===== src/rtl/crc_serial_engine.sv =====
module crc_serial_engine #(
  parameter int REG_W = 16
) (
  input  logic       clk,
  input  logic       rst_n,
  input  logic       in_valid,
  input  logic       in_bit,
  input  logic       in_last,
  input  logic       mode,
  input  logic [1:0] poly_sel,
  output logic       in_ready,
  output logic       out_valid,
  output logic       out_bit,
  output logic       out_last,
  output logic       chk_done,
  output logic       chk_err
);
  localparam logic [REG_W-1:0] GEN_A = REG_W'(16'h080F);
  localparam logic [REG_W-1:0] GEN_B = REG_W'(16'h8005);
  localparam logic [REG_W-1:0] GEN_C = REG_W'(16'h1021);
  localparam int CW = $clog2(REG_W);

  function automatic logic [REG_W-1:0] gen_of(input logic [1:0] s);
    case (s)
      2'd0:    return GEN_A;
      2'd1:    return GEN_B;
      default: return GEN_C;
    endcase
  endfunction

  function automatic logic [CW-1:0] top_of(input logic [1:0] s);
    return (s == 2'd0) ? CW'(11) : CW'(REG_W - 1);
  endfunction

  function automatic logic [REG_W-1:0] mask_of(input logic [1:0] s);
    return (s == 2'd0) ? REG_W'(16'h0FFF) : {REG_W{1'b1}};
  endfunction

  logic [REG_W-1:0] crc_q;
  logic [CW-1:0]    cnt_q;
  logic [1:0]       sel_q;
  logic             mode_q, busy_q, shift_q, done_q, err_q;

  wire take  = in_valid & in_ready;
  wire first = take & ~busy_q;

  logic [1:0]       sel_c;
  logic             mode_c;
  logic [CW-1:0]    top_c, top_q;
  logic [REG_W-1:0] nxt_c;

  assign sel_c  = first ? poly_sel : sel_q;
  assign mode_c = first ? mode : mode_q;
  assign top_c  = top_of(sel_c);
  assign top_q  = top_of(sel_q);
  assign nxt_c  = ({crc_q[REG_W-2:0], 1'b0}
                   ^ ((crc_q[top_c] ^ in_bit) ? gen_of(sel_c) : '0)) & mask_of(sel_c);

  always_ff @(posedge clk) begin
    if (!rst_n) begin
      crc_q   <= '0;
      cnt_q   <= '0;
      sel_q   <= '0;
      mode_q  <= 1'b0;
      busy_q  <= 1'b0;
      shift_q <= 1'b0;
      done_q  <= 1'b0;
      err_q   <= 1'b0;
    end else begin
      done_q <= 1'b0;
      err_q  <= 1'b0;
      if (shift_q) begin
        cnt_q <= cnt_q + CW'(1);
        crc_q <= {crc_q[REG_W-2:0], 1'b0} & mask_of(sel_q);
        if (cnt_q == top_q) begin
          shift_q <= 1'b0;
          crc_q   <= '0;
        end
      end else if (take) begin
        if (first) begin
          sel_q  <= poly_sel;
          mode_q <= mode;
        end
        busy_q <= ~in_last;
        if (!in_last) begin
          crc_q <= nxt_c;
        end else if (!mode_c) begin
          crc_q   <= nxt_c;
          cnt_q   <= '0;
          shift_q <= 1'b1;
        end else begin
          crc_q  <= '0;
          done_q <= 1'b1;
          err_q  <= (nxt_c != '0);
        end
      end
    end
  end

  assign in_ready  = ~shift_q;
  assign out_valid = shift_q;
  assign out_bit   = shift_q & crc_q[top_q];
  assign out_last  = shift_q & (cnt_q == top_q);
  assign chk_done  = done_q;
  assign chk_err   = err_q;

  p_stream_gapless_r3: assert property (@(posedge clk) disable iff (!rst_n)
    (out_valid && !out_last) |=> out_valid);
  p_stream_ends_last_r3: assert property (@(posedge clk) disable iff (!rst_n)
    $fell(out_valid) |-> $past(out_last));
  p_count_in_range_r2: assert property (@(posedge clk) disable iff (!rst_n)
    shift_q |-> (cnt_q <= top_q));
  p_clear_after_shift_r8: assert property (@(posedge clk) disable iff (!rst_n)
    $fell(shift_q) |-> (crc_q == '0));
  p_sel_held_r7: assert property (@(posedge clk) disable iff (!rst_n)
    busy_q |=> $stable(sel_q) && $stable(mode_q));
  p_err_needs_done_r6: assert property (@(posedge clk) disable iff (!rst_n)
    chk_err |-> chk_done);
endmodule


===== config.mk =====
export PLATFORM = sky130hd
export DESIGN_NAME = crc_serial_engine
export DESIGN_NICKNAME = d
export VERILOG_FILES = /design/src/rtl/crc_serial_engine.sv
export SDC_FILE = /design/constraint.sdc
export NUM_CORES = 1
export LEC_CHECK = 0
export BUFFER_PORTS_ARGS = -buffer_cell sky130_fd_sc_hd__buf_2
export CELL_PAD_IN_SITES_DETAIL_PLACEMENT = 0
export CELL_PAD_IN_SITES_GLOBAL_PLACEMENT = 1
export CORE_MARGIN = 4
export CORE_UTILIZATION = 40
export DETAILED_ROUTE_END_ITERATION = 6
export GPL_TIMING_DRIVEN = 0
export PLACE_DENSITY_LB_ADDON = 0.15
export SLEW_MARGIN = 0
export SYNTH_ARGS = -nofsm -noshare
export SYNTH_HDL_FRONTEND = slang
export SYNTH_SLANG_ARGS = --single-unit

===== constraint.sdc =====
create_clock -name clk -period 1.8 [get_ports clk]
set_input_delay 0.09 -clock clk [delete_from_list [all_inputs] [get_ports clk]]
set_output_delay 0.09 -clock clk [all_outputs]
set_load 0.05 [all_outputs]

==> reports/qor.yml <==
status: "finished clean"
fin_skew_ns: 0.006492
antennaDiodeCount: 0
vias: 1302
die_width_um: 69.37
fin_cells: 241
fin_crit_sh: 0.9681
cts_root_buf: "clkbuf_8"
period_minus_slack_ns: 1.743
syn_avg_cell_area_um2: 8.758
grt_pass1_vias: 1294
hold_viol_final: 0
rsz0062_at_grt: "yes"
first_pass_iters: 4
grt_overflow: 0
max_freq_mhz: 573.9
ys.warnings.count: 0
syn_area_mm2: 0.001506
dieArea_mm2: 0.004812
r2r-start: "busy_q"
critPathLaunch: "busy_q"
antenna_found_initial: 0
cp-end-kind: "register"
cp.required_ns: 2.00
syn-num-nets: 181
clk_pin_slew_ns: 0.10
wl_per_cell_um: 14.94
grt_pass1_wl_um: 6299
grt_max_degree: 17
cts_tree: "built"
clk_path_buf_depth: 2
path_class: "reg2reg"
n_fill_cell: 349
worstHoldStart: "in_valid"
synth_cell_types: 48
max_cap_viol_count: 0
slew_headroom: 0.7476
io_buffers: 11
yosys_register_bits: 27
cp_max_fo: 5
synth-edff-count: 0
ir_worst_vdd_uv: 371.3
placedInstanceArea_mm2: 0.001635
tightest_slew_ns: 0.3757
final_cell_area_mm2: 0.001838
ctsHoldBuffers: 0
rows: 22
hold_path_class: "in2reg"
critPathArrivalTime_ns: 1.95
place.gp.congestion: 0.7937
syn_to_final_growth_pct: 22.01
p_per_area_mw_per_mm2: 778.0
seq_area_frac_synth: 0.3588
slew_viol_final: 0
grt_use_met2: 0.2468
top_usage_layer: "met2"
cts_buffers: 3
clkSinkCount: 27
clock_latency_ns: 0.28
postSynthCellCount: 172
final_cell_mix: "25 x dfxtp_1, 16 x nand2_1, 12 x o21ai_0, 11 x buf_2, 10 x nor2_1"
setup_viol: 0
nets: 203
drt_iter0_drc: 38
grt_use_total: 0.1606
antenna_left: 0
wirelength_um: 3601
ioPinCount: 14
met3_usage: 0.02754
final_common_cell: "dfxtp_1"
postSynth.asyncResetShare: 0
cp-start-kind: "register"
drive_above_1_share: 0.2746
core_mm2: 0.003661
synth_ff_type: "dfxtp_1"
via_per_inst: 5.402
die_y_um: 69.37
cts-htree-levels: 1
power.leakage_nw: 0.7158
place_inst: 231
initial_utilization: 0.4115
use_met1: 0.2272
drc: 0
dpl.hpwl_um: 2594
[repair_timing]
item,in CTS,in global routing
endpoints found under the setup margin,17,18
pin swaps,1,7
gates resized for setup,4,28
gates cloned,0,0
setup buffers,3,4
[per-layer routing]
| layer | part of all wire | vias to the layer above |
|---|---|---|
| met4 | 0.011 | 0 |
| met1 | 0.51 | 609 |
| li1 | - | 669 |
| met3 | 0.033 | 4 |
| met5 | 0 | - |
| met2 | 0.44 | 20 |
[power by group]
part           switching [mW]  leakage [nW]  internal, mW
Clock                   0.201        0.0217         0.157
Sequential             0.0385         0.221         0.631
Combinational           0.218         0.473         0.184
[registers in the layout (all words and copies together) (netlist names)]
signal,count
busy_q,1
mode_q,1
chk_err,1
sel_q,2
crc_q,16
cnt_q,4
out_valid,1
chk_done,1
[worst paths after layout]
check,to,slack (ns),cells past startpoint
max,crc_q[15],0.06,6
min,crc_q[0],0.07,3
max reg2reg,crc_q[15],0.06,6
min reg2reg,crc_q[13],0.48,2
[cells in the mapped netlist (2+ instances only)]
master    instances  share of area
dfxtp_1          27           0.36
nand3_1           6          0.020
or3_1             2         0.0083
o21ai_0          16          0.053
clkbuf_8          3          0.027
nor3_1            4          0.013
xnor2_1           4          0.023
a21boi_0          3          0.015
inv_1             3         0.0075
clkbuf_1          3         0.0075
and2_1            4          0.017
nor2_1           12          0.030
a22o_1            7          0.041
nor4_1            4          0.017
nor2b_1           5          0.021
a21oi_1           4          0.013
a31oi_1           5          0.021
nand2b_1          5          0.021
mux2i_1          10          0.066
o211ai_1          2          0.010
nand2_1          16          0.040
[area by class of cell]
| type | instances | area (um2) | share of cell area |
|---|---|---|---|
| multi-input combinational | 131 | 949.7 | 0.5167 |
| sequential | 27 | 545.5 | 0.2968 |
| timing repair buffer | 18 | 121.4 | 0.06603 |
| buffer | 9 | 92.59 | 0.05037 |
| tap | 48 | 60.06 | 0.03268 |
| clock buffer | 3 | 41.29 | 0.02246 |
| inverter | 4 | 20.02 | 0.01089 |
| clock inverter | 1 | 7.507 | 0.004084 |
[critical path, cell delays in order (launching register included)]
cell	delay [ns]
dfxtp_4	0.38
nor3b_4	0.33
buf_6	0.18
mux2_4	0.34
nor4_1	0.24
mux2i_1	0.11
o211ai_1	0.09
[metrics by stage]
| step | total power, mW | worst slack [ns] | setup TNS, ns | util | hold WS, ns |
|---|---|---|---|---|---|
| 2_1_floorplan | 0.9277 | 0.03119 | 0 | - | 0.2244 |
| 3_3_place_gp | 1.002 | -0.1980 | -0.3769 | 0.4467 | 0.3614 |
| 3_5_place_dp | 1.006 | -0.1816 | -0.4511 | 0.4467 | 0.3646 |
| 4_1_cts | 1.375 | -0.009033 | -0.009033 | 0.4689 | 0.05972 |
| 5_1_grt | 1.517 | -0.04384 | -0.1223 | 0.5021 | 0.06543 |
| 6_report | 1.430 | 0.05743 | 0 | 0.5021 | 0.06589 |
[kinds of logic (layout without fill, tap and decap cells)]
kind of cell	after synthesis	after routing	share of synthesized area
and+or+nand+nor	66	66	0.2359
AOI/OAI and AO/OA	48	48	0.2209
DFF	27	27	0.3588
buffers and inverters	14	35	0.07309
muxes	11	11	0.07392
xor gates and xnor gates	5	5	0.02907
adders and majority gates	1	1	0.008304
Power figures use the tool's default switching activity.
